**src/rtl/pp_pkg.sv**
```systemverilog
package pp_pkg;
  localparam logic [7:0] CMD_PAGE  = 8'h10;
  localparam logic [7:0] CMD_BYTE  = 8'h90;
  localparam logic [7:0] FLASH_PROG_OP = 8'h02;
  typedef enum logic {K_PAGE, K_BYTE} kind_e;
endpackage

```
**src/rtl/pp_buf.sv**
```systemverilog
module pp_buf #(
  parameter int WORDS = 32,
  localparam int BYTES = WORDS * 4,
  localparam int BIDX_W = $clog2(BYTES),
  localparam int PTR_W = $clog2(WORDS) + 1
) (
  input  logic              clk_i,
  input  logic              rst_ni,
  input  logic              clr_i,
  input  logic              we_i,
  input  logic [31:0]       word_i,
  input  logic [BIDX_W-1:0] rd_idx_i,
  output logic [7:0]        rd_byte_o
);
  logic [31:0] mem_q [WORDS];
  logic [PTR_W-1:0] ptr_q;
  logic wr_ok;
  logic [31:0] rd_word, rd_sh;

  assign wr_ok = we_i && (ptr_q < PTR_W'(WORDS));

  always_ff @(posedge clk_i or negedge rst_ni) begin
    if (!rst_ni) ptr_q <= '0;
    else if (clr_i) ptr_q <= '0;
    else if (wr_ok) ptr_q <= ptr_q + PTR_W'(1);
  end

  always_ff @(posedge clk_i) begin
    if (wr_ok) mem_q[ptr_q[PTR_W-2:0]] <= word_i;
  end

  // little-endian lane select
  assign rd_word   = mem_q[rd_idx_i[BIDX_W-1:2]];
  assign rd_sh     = rd_word >> {rd_idx_i[1:0], 3'b000};
  assign rd_byte_o = rd_sh[7:0];
endmodule

```
**src/rtl/pp_ctrl.sv**
```systemverilog
module pp_ctrl
  import pp_pkg::*;
#(
  parameter int ADDR_W = 32,
  parameter int PAGE_BYTES = 128,
  localparam int BIDX_W = $clog2(PAGE_BYTES),
  localparam int TOT_W = $clog2(PAGE_BYTES + 6)
) (
  input  logic              clk_i,
  input  logic              rst_ni,
  input  logic              cmd_we_i,
  input  logic [7:0]        cmd_i,
  input  logic              role_i,
  input  logic              addr_ld_i,
  input  logic [ADDR_W-1:0] addr_i,
  input  logic              addr4b_i,
  input  logic [7:0]        wdata_i,
  output logic [BIDX_W-1:0] rd_idx_o,
  input  logic [7:0]        rd_byte_i,
  output logic              busy_o,
  output logic              page_done_o,
  output logic              cs_no,
  output logic              sclk_o,
  output logic              mosi_o
);
  localparam logic [TOT_W-1:0] ONE = TOT_W'(1);

  logic              busy_q, phase_q;
  kind_e             kind_q;
  logic [2:0]        alen_q, bit_q;
  logic [TOT_W-1:0]  byte_q, total_q;
  logic [7:0]        sh_q, wdata_q, nxt;
  logic [ADDR_W-1:0] addr_q, ash;
  logic [TOT_W-1:0]  nidx, didx;
  logic [2:0]        k, alen_d;
  logic              accept, last, fin;

  assign accept = !busy_q && cmd_we_i &&
                  ((cmd_i == CMD_PAGE && role_i) || cmd_i == CMD_BYTE);
  assign alen_d = addr4b_i ? 3'd4 : 3'd3;
  assign last   = byte_q == total_q - ONE;
  assign fin    = busy_q && phase_q && bit_q == 3'd7 && last;

  // next byte of the frame: address MSB first, then data
  always_comb begin
    nidx = byte_q + ONE;
    k    = alen_q - nidx[2:0];
    ash  = addr_q >> {k, 3'b000};
    didx = nidx - TOT_W'(alen_q) - ONE;
    rd_idx_o = didx[BIDX_W-1:0];
    if (nidx <= TOT_W'(alen_q)) nxt = ash[7:0];
    else if (kind_q == K_PAGE)  nxt = rd_byte_i;
    else                        nxt = wdata_q;
  end

  always_ff @(posedge clk_i or negedge rst_ni) begin
    if (!rst_ni) begin
      busy_q  <= 1'b0;
      phase_q <= 1'b0;
      kind_q  <= K_PAGE;
      alen_q  <= 3'd3;
      bit_q   <= '0;
      byte_q  <= '0;
      total_q <= '0;
      sh_q    <= '0;
      wdata_q <= '0;
      addr_q  <= '0;
    end else if (!busy_q) begin
      if (addr_ld_i) addr_q <= addr_i;
      if (accept) begin
        busy_q  <= 1'b1;
        phase_q <= 1'b0;
        bit_q   <= '0;
        byte_q  <= '0;
        sh_q    <= FLASH_PROG_OP;
        alen_q  <= alen_d;
        wdata_q <= wdata_i;
        kind_q  <= (cmd_i == CMD_PAGE) ? K_PAGE : K_BYTE;
        total_q <= (cmd_i == CMD_PAGE) ? TOT_W'(PAGE_BYTES + 1) + TOT_W'(alen_d)
                                       : TOT_W'(2) + TOT_W'(alen_d);
      end
    end else begin
      phase_q <= !phase_q;
      if (phase_q) begin
        if (bit_q == 3'd7) begin
          bit_q <= '0;
          if (last) begin
            busy_q <= 1'b0;
            if (kind_q == K_BYTE) addr_q <= addr_q + ADDR_W'(1);
          end else begin
            byte_q <= nidx;
            sh_q   <= nxt;
          end
        end else begin
          bit_q <= bit_q + 3'd1;
          sh_q  <= {sh_q[6:0], 1'b0};
        end
      end
    end
  end

  assign page_done_o = fin && kind_q == K_PAGE;
  assign busy_o = busy_q;
  assign cs_no  = !busy_q;
  assign sclk_o = busy_q && phase_q;
  assign mosi_o = busy_q && sh_q[7];
endmodule

```
**src/rtl/pp_wbuf.sv**
```systemverilog
module pp_wbuf #(
  parameter int ADDR_W = 32,
  parameter int PAGE_WORDS = 32,
  localparam int PAGE_BYTES = PAGE_WORDS * 4,
  localparam int BIDX_W = $clog2(PAGE_BYTES)
) (
  input  logic              clk_i,
  input  logic              rst_ni,
  input  logic              mode_prog_i,
  output logic              mode_ack_o,
  input  logic              word_we_i,
  input  logic [31:0]       word_i,
  input  logic              addr_ld_i,
  input  logic [ADDR_W-1:0] addr_i,
  input  logic              addr4b_i,
  input  logic [7:0]        wdata_i,
  input  logic              cmd_we_i,
  input  logic [7:0]        cmd_i,
  output logic              busy_o,
  output logic              cs_no,
  output logic              sclk_o,
  output logic              mosi_o
);
  logic role_q, busy, set_prog, page_done;
  logic [BIDX_W-1:0] rd_idx;
  logic [7:0] rd_byte;

  assign set_prog = !busy && mode_prog_i && !role_q;

  always_ff @(posedge clk_i or negedge rst_ni) begin
    if (!rst_ni) role_q <= 1'b0;
    else if (!busy) role_q <= mode_prog_i;
  end

  pp_buf #(.WORDS(PAGE_WORDS)) u_buf (
    .clk_i     (clk_i),
    .rst_ni    (rst_ni),
    .clr_i     (set_prog || page_done),
    .we_i      (word_we_i && role_q && !busy),
    .word_i    (word_i),
    .rd_idx_i  (rd_idx),
    .rd_byte_o (rd_byte)
  );

  pp_ctrl #(.ADDR_W(ADDR_W), .PAGE_BYTES(PAGE_BYTES)) u_ctrl (
    .clk_i       (clk_i),
    .rst_ni      (rst_ni),
    .cmd_we_i    (cmd_we_i),
    .cmd_i       (cmd_i),
    .role_i      (role_q),
    .addr_ld_i   (addr_ld_i),
    .addr_i      (addr_i),
    .addr4b_i    (addr4b_i),
    .wdata_i     (wdata_i),
    .rd_idx_o    (rd_idx),
    .rd_byte_i   (rd_byte),
    .busy_o      (busy),
    .page_done_o (page_done),
    .cs_no       (cs_no),
    .sclk_o      (sclk_o),
    .mosi_o      (mosi_o)
  );

  assign busy_o     = busy;
  assign mode_ack_o = role_q;
endmodule

```
**config.mk**
```make
export PLATFORM = sky130hd
export DESIGN_NAME = pp_wbuf
export DESIGN_NICKNAME = d
export VERILOG_FILES = /design/src/rtl/pp_pkg.sv /design/src/rtl/pp_buf.sv /design/src/rtl/pp_ctrl.sv /design/src/rtl/pp_wbuf.sv
export SDC_FILE = /design/constraint.sdc
export NUM_CORES = 1
export LEC_CHECK = 0
export BUFFER_PORTS_ARGS = -buffer_cell sky130_fd_sc_hd__buf_2
export CAP_MARGIN = 0
export CORE_ASPECT_RATIO = 1.75
export CORE_MARGIN = 1.5
export CORE_UTILIZATION = 28
export DETAILED_ROUTE_END_ITERATION = 10
export GPL_TIMING_DRIVEN = 1
export PLACE_DENSITY_LB_ADDON = 0.2
export RECOVER_POWER = 25
export SYNTH_ARGS = -nofsm -noshare
export SYNTH_HDL_FRONTEND = slang
export SYNTH_HIERARCHICAL = 1
export SYNTH_SLANG_ARGS = --single-unit
```
**constraint.sdc**
```tcl
create_clock -name clk_i -period 5.01 [get_ports clk_i]
set_input_delay 0.7515 -clock clk_i [delete_from_list [all_inputs] [get_ports clk_i]]
set_output_delay 0.7515 -clock clk_i [all_outputs]
set_load 0.01 [all_outputs]
```
## After elaboration in Yosys (flattened, before gate mapping)

Memory sizes are Yosys's and may differ from the RTL's.
Cells that the tools add are included.

| cells by class | value |
|---|---|
| add/sub/neg operators | 10 |
| order comparisons | 2 |
| equality and inequality tests | 10 |
| shifts and indexed selects | 2 |
| multiplexer cells | 36 |
| bitwise gates (word level) | 2 |
| reduce and logical (&&, ||, !) cells | 26 |

Operator list:

| cell | count |
|---|---|
| $mux 32 | 6 |
| $mux 8 | 13 |
| $add 32x1->32 const B | 1 |
| $shr 32x5->8 | 1 |
| $shr 32x6->8 | 1 |
| $mux 3 | 5 |
| $logic_and 1x1->1 | 13 |
| $mux 6 | 2 |
| $mux 1 | 10 |
| $ne 2x2->1 const B | 5 |
| $add 8x1->8 const B | 1 |
| $add 8x3->8 const A | 1 |
| $eq 8x5->1 const B | 1 |
| $eq 8x8->1 | 1 |
| $eq 8x8->1 const B | 1 |
| $le 8x3->1 | 1 |
| $sub 8x1->8 const B | 1 |
| $sub 7x1->7 const B | 1 |
| $sub 7x3->7 | 1 |
| $add 6x1->6 const B | 1 |
| $lt 6x6->1 const B | 1 |
| $reduce_bool 2->1 | 3 |
| $reduce_and 5->1 | 1 |
| $add 2x3->4 const A | 1 |
| other kinds (10) | 15 |

| word-level totals | value |
|---|---|
| register bits | 80 |
| memory bits (writable) | 1024 |
| input bits | 87 |
| output and inout port bits | 5 |
| word-level logic and storage cells | 101 |
| memories kept | 1 |

Memories:

| name | depth | width | read ports | clocked after memory_dff | wr ports | line | source |
|---|---|---|---|---|---|---|---|
| u_buf.mem_q | 32 | 32 | 1 | 0 | 1 | pp_buf.sv:15 | `logic [31:0] mem_q [WORDS];` |

## Longest topological paths before layout

An unclocked memory read counts as a cell.

| logic depth | value |
|---|---|
| word-level depth | 11 |
| depth in mapped cells | 17 |
| depth with buffers taken out | 15 |

## By module

Netlist, hierarchy kept.

By module, submodules not included:

| module | instances | cells an instance | area each (µm²) | sequential area each (µm²) |
|---|---|---|---|---|
| pp_buf | 1 | 1523 | 39278.9 | 30899.6 |
| pp_ctrl | 1 | 501 | 4536.9 | 1702.9 |
| pp_wbuf | 1 | 7 | 65.1 | 25.0 |

## Worst setup path after synthesis

OpenSTA, ideal clock, no wires.

| timing | value |
|---|---|
| path type | register -> register |
| from | register u_ctrl.byte_q[0] |
| to | register u_ctrl.sh_q[2] |
| library setup time | 0.138 ns |
| arrival | 4.573 ns |
| required time | 4.872 ns |
| setup slack | 0.299 ns |
| stages on the path, launching flop included | 18 |
| buffers on the path | 2 |
| period minus slack after synthesis | 4.711 ns |
| cells stage by stage | dfrtp_1 -> ha_1 -> xor2_1 -> ha_1 -> a21oi_1 -> nand2b_1 -> a21oi_1 -> a21oi_1 -> xnor2_1 -> buf_1 -> buf_1 -> mux4_2 -> mux4_2 -> mux4_2 -> mux2_2 -> mux2_2 -> nand3_1 -> o211ai_1 |

| on the way | value |
|---|---|
| longest elaborated chain between the ends | 11 |
| elaborated cells between the ends (all ways) | 17 |

Ends and longest elaborated chain:

| what | line | source |
|---|---|---|
| start, declared | pp_ctrl.sv:31 | `logic [TOT_W-1:0] byte_q, total_q;` |
| start signal, assigned | pp_ctrl.sv:91 | `byte_q <= nidx;` |
| $add 8x1->8 | pp_ctrl.sv:46 | `nidx = byte_q + ONE;` |
| $sub 7x3->7 | pp_ctrl.sv:49 | `didx = nidx - TOT_W'(alen_q) - ONE;` |
| $sub 7x1->7 | pp_ctrl.sv:49 |  |
| named net rd_idx[4] | pp_wbuf.sv:25 | `logic [BIDX_W-1:0] rd_idx;` |
| $mem_v2 32x32 | -- |  |
| $shr 32x5->8 | pp_buf.sv:34 | `assign rd_sh = rd_word >> {rd_idx_i[1:0], 3'b000};` |
| named net rd_byte[2] | pp_wbuf.sv:26 | `logic [7:0] rd_byte;` |
| $mux 8 | pp_ctrl.sv:52 | `else if (kind_q == K_PAGE) nxt = rd_byte_i;` |
| $mux 8 | pp_ctrl.sv:51 | `if (nidx <= TOT_W'(alen_q)) nxt = ash[7:0];` |
| $mux 8 | pp_ctrl.sv:87 | `if (last) begin` |
| $mux 8 | pp_ctrl.sv:85 | `if (bit_q == 3'd7) begin` |
| $mux 8 | pp_ctrl.sv:84 | `if (phase_q) begin` |
| $mux 8 | pp_ctrl.sv:68 | `end else if (!busy_q) begin` |
| end signal, assigned | pp_ctrl.sv:92 | `sh_q <= nxt;` |
| end signal, assigned | pp_ctrl.sv:96 | `sh_q <= {sh_q[6:0], 1'b0};` |
| end, declared | pp_ctrl.sv:32 | `logic [7:0] sh_q, wdata_q, nxt;` |

The timed path passes the listed nets, and every way through them passes these cells. The select of a mux whose other input is x is not followed.
A chain may end at the register's enable or synchronous reset.

## Worst setup path in the final report

| timing | value |
|---|---|
| from | register u_ctrl.alen_q[1] |
| to | register u_ctrl.sh_q[6] |

| on the way | value |
|---|---|
| longest elaborated chain between the ends | 10 |
| elaborated cells between the ends (all ways) | 13 |

Ends and longest elaborated chain:

| what | line | source |
|---|---|---|
| start, declared | pp_ctrl.sv:30 | `logic [2:0] alen_q, bit_q;` |
| start signal, assigned | pp_ctrl.sv:76 | `alen_q <= alen_d;` |
| $sub 7x3->7 | pp_ctrl.sv:49 |  |
| $sub 7x1->7 | pp_ctrl.sv:49 |  |
| named net rd_idx[4] | pp_wbuf.sv:25 |  |
| $mem_v2 32x32 | -- |  |
| $shr 32x5->8 | pp_buf.sv:34 |  |
| named net rd_byte[6] | pp_wbuf.sv:26 |  |
| $mux 8 | pp_ctrl.sv:52 |  |
| $mux 8 | pp_ctrl.sv:51 |  |
| $mux 8 | pp_ctrl.sv:87 |  |
| $mux 8 | pp_ctrl.sv:85 |  |
| $mux 8 | pp_ctrl.sv:84 |  |
| $mux 8 | pp_ctrl.sv:68 |  |

The timed path passes the listed nets, and every way through them passes these cells. The select of a mux whose other input is x is not followed.

==> impl_metrics.tcl <==
set metrics [dict create \
    drcViolationCount 11 \
    die_h_um 527 \
    finish.utilization_pct 33.2 \
    endpoint_kind "flip-flop" \
    ys_ff_latch 1099 \
    hp-class "input pin to async pin" \
    overflow 0 \
    pwr_density_cell_mw_per_mm2 529 \
    yosys.area.top_type "edfxtp_1" \
    grt_pass1_vias 23559 \
    first_pass_iters 8 \
    gp_congestion 0.796 \
    slew_viol_final 0 \
    syn_inst 2031 \
    tritoncts "yes" \
    cp_cell_sequence "inv_1 -> ha_2 -> fa_2 -> a21oi_4 -> nand2b_1 -> a21oi_2 -> a21oi_2 -> xnor2_2 -> buf_6 -> buf_12 -> clkbuf_16 -> buf_4 -> mux4_2 -> mux4_2 -> mux4_2 -> mux2_2 -> mux2_2 -> nand3_1 -> o211ai_1" \
    postRouteAntennaNets 0 \
    finalCriticalPeriod_ns 4.87 \
    cp_common_cell "mux4_2" \
    hold_violations 0 \
    drt-wirelength-per-cell_um 30.2 \
    grt_max_degree 76 \
    synth_edf_count 1024 \
    grt_pass1_wl_um 184000 \
    vias_per_cell 5.01 \
    path_max_fanout 9 \
    worst_ep_required_time_ns 5.59 \
    cts_sinks 1099 \
    max_freq_mhz 205 \
    tightest_slew_ns 1.31 \
    core_mm2 0.156 \
    cts_inserted_buffers 100 \
    initial_utilization_pct 28.1 \
    cts_max_level 3 \
    syn_nets 2134 \
    crit_type "flip-flop to flip-flop" \
    vias 21934 \
    synthArstFlopShare_pct 6.82 \
    placementRows 192 \
    cts-root-buf "clkbuf_16" \
    final_cells 4379 \
    violations "DRC" \
    synth_top_cell_area_share_pct 70.1 \
    leakage_nw 16.5 \
    slew_headroom_pct 12.3 \
    whs_ns 0.193 \
    nets 2364 \
    ys_types 78 \
    fin_crit_sh_pct 97.3 \
    dieArea_mm2 0.159 \
    syn_area_per_cell_um2 21.6 \
    slowest_delay_ns 0.54 \
    dp_hpwl_um 78900 \
    insertion_delay_ns 0.72 \
    irDropWorstVdd_mv 0.302 \
    setup_viol 0 \
    io_buffer_count 91 \
    max-cap-violations 0 \
    ys_warn_count 6 \
    final_cell_mix "1024 x edfxtp_1, 343 x mux4_2, 110 x clkbuf_16" \
    routed_wl_um 132000 \
    die_w_um 302 \
    final_common_cell "edfxtp_1" \
    status "finished with violations" \
    dp_cells 4179 \
    grt_use_total_pct 16.6 \
    syn2layout_area_growth_pct 17.9 \
    antenna_found_initial 16 \
    layout-drive-gt1-share_pct 33.5 \
    ys.flop_type "edfxtp_1" \
    synth_area_leaders "edfxtp_1 70%, mux4_2 18%, dfrtp_1 4.2%" \
    yosysSeqAreaShare_pct 74.4 \
    netlist_area_mm2 0.0439 \
    cpMaxStageDelayCell "dfstp_2" \
    cp.arrival_ns 5.46 \
    skew_ns 0.0377 \
    crit_path_start_kind "flip-flop" \
    clock_path_buffers 3 \
    ios 92 \
    clkTransAtPathRegs_ns 0.07 \
    drt-initial-drc-count 1776 \
]
-- state kept, by name (all words and copies together) (netlist names) --
| signal | cells |
|---|---|
| mode_ack_o | 1 |
| u_buf/ptr_q | 6 |
| u_ctrl/byte_q | 8 |
| u_ctrl/alen_q | 2 |
| u_ctrl/sh_q | 8 |
| u_buf/mem_q | 1024 |
| u_ctrl/busy_o | 1 |
| u_ctrl/total_q | 4 |
| u_ctrl/bit_q | 3 |
| u_ctrl/addr_q | 32 |
| u_ctrl/wdata_q | 8 |
| u_ctrl/phase_q | 1 |
| u_ctrl/kind_q | 1 |
-- power breakdown --
part           switching, mW  leakage (nW)  total [mW]  internal [mW]
Clock                   3.47          1.57        7.72           4.25
Combinational           4.58          4.74        9.51           4.93
Sequential            0.0613          10.1        10.1           10.1
-- per-stage QoR --
| step | TNS (ns) | setup slack [ns] | instance area [um2] | power (mW) |
|---|---|---|---|---|
| 2_1_floorplan | 0 | 0.299 | 43900 | 15.9 |
| 5_1_grt | -0.00568 | -0.00568 | 51700 | 28.3 |
| 4_1_cts | 0 | 0.0000635 | 51400 | 27.4 |
| 3_3_place_gp | -1.03 | -0.227 | 48100 | 19.5 |
| 6_report | 0 | 0.136 | 51700 | 27.4 |
| 3_5_place_dp | -0.127 | -0.0807 | 48100 | 19.5 |
-- routing by layer --
layer	up-vias	GRT usage, %	part of all wire (%)
li1	9033	-	-
met1	12122	18.1	36
met2	574	32.3	57
met3	197	2.19	3.8
met4	8	5.65	3.4
met5	-	0	0.039
-- worst max-delay path: cells and delay by family (launching register included) --
kind            cells  cell delay, ns
simple gates        2            0.17
xor+xnor            1            0.14
fa+ha+maj           2            0.61
mux                 5            1.97
flops               1            0.54
buf+inv             5            0.75
compound gates      4            0.55
-- repair_timing --
action / 4_1_cts / 5_1_grt
hold buffers: 0 / 0
gates resized for setup: 2 / 20
pin swaps: 2 / 6
gates cloned: 1 / 8
setup buffers: 1 / 7
endpoints found under the setup margin: 4 / 8
endpoints found under the hold margin: 0 / 0
-- cell usage after synthesis (all sizes together) (3+ instances only) --
cell    count
edfxtp   1024
mux4      344
nand2      79
dfrtp      74
nor2       71
buf        66
clkbuf     45
nand3      45
a21oi      35
o22ai      20
o21ai      18
ha         15
mux2       15
mux2i      15
inv        13
nor3       13
nand4      12
and3       11
o211ai      9
xnor2       9
xor2        8
a211oi      7
a22oi       7
and4        6
a311oi      5
nor4        5
or3         5
a31o        4
nand2b      4
nand3b      4
a31oi       3
o21a        3
or2         3
-- path summary, 6_finish.rpt --
kind	to	start	cells after the start	slack, ns
worst min-delay path	u_ctrl/addr_q[15]$_DFFE_PN0P_	rst_ni	1	0.19
worst max-delay path	u_ctrl/sh_q[6]$_DFFE_PN0P_	u_ctrl/alen_q[1]$_DFFE_PN1P_	19	0.14
worst min register to register	u_ctrl/wdata_q[5]$_DFFE_PN0P_	u_ctrl/wdata_q[5]$_DFFE_PN0P_	2	0.49
max in group asynchronous	u_ctrl/alen_q[2]$_DFFE_PN0P_	rst_ni	1	4.09
worst max register to register	u_ctrl/sh_q[6]$_DFFE_PN0P_	u_ctrl/alen_q[1]$_DFFE_PN1P_	19	0.14
min in group clk_i	u_ctrl/wdata_q[0]$_DFFE_PN0P_	wdata_i[0]	3	0.25
-- logic make-up (layout without fill, tap and decap cells) --
family | count (synthesis) | after routing | share of synthesized area, %
other cells | 0 | 2 | 0
simple gates | 268 | 268 | 3.03
xor+xnor | 17 | 17 | 0.339
buf+inv | 125 | 434 | 1.35
mux | 374 | 374 | 18.4
fa+ha+maj | 16 | 16 | 0.473
compound gates | 132 | 132 | 2.06
flops | 1099 | 1099 | 74.4
-- cell type report --
class                      instances  area, um2
timing repair buffer             239       2290
fill                           14518     104000
inverter                          14       52.6
antenna                            2       5.00
clock inverter                    64        616
clock buffer                     117       2610
tap                             2037       2550
multi-input combinational        807      11000
sequential                      1099      32600
(Power assumes the default switching activity.)
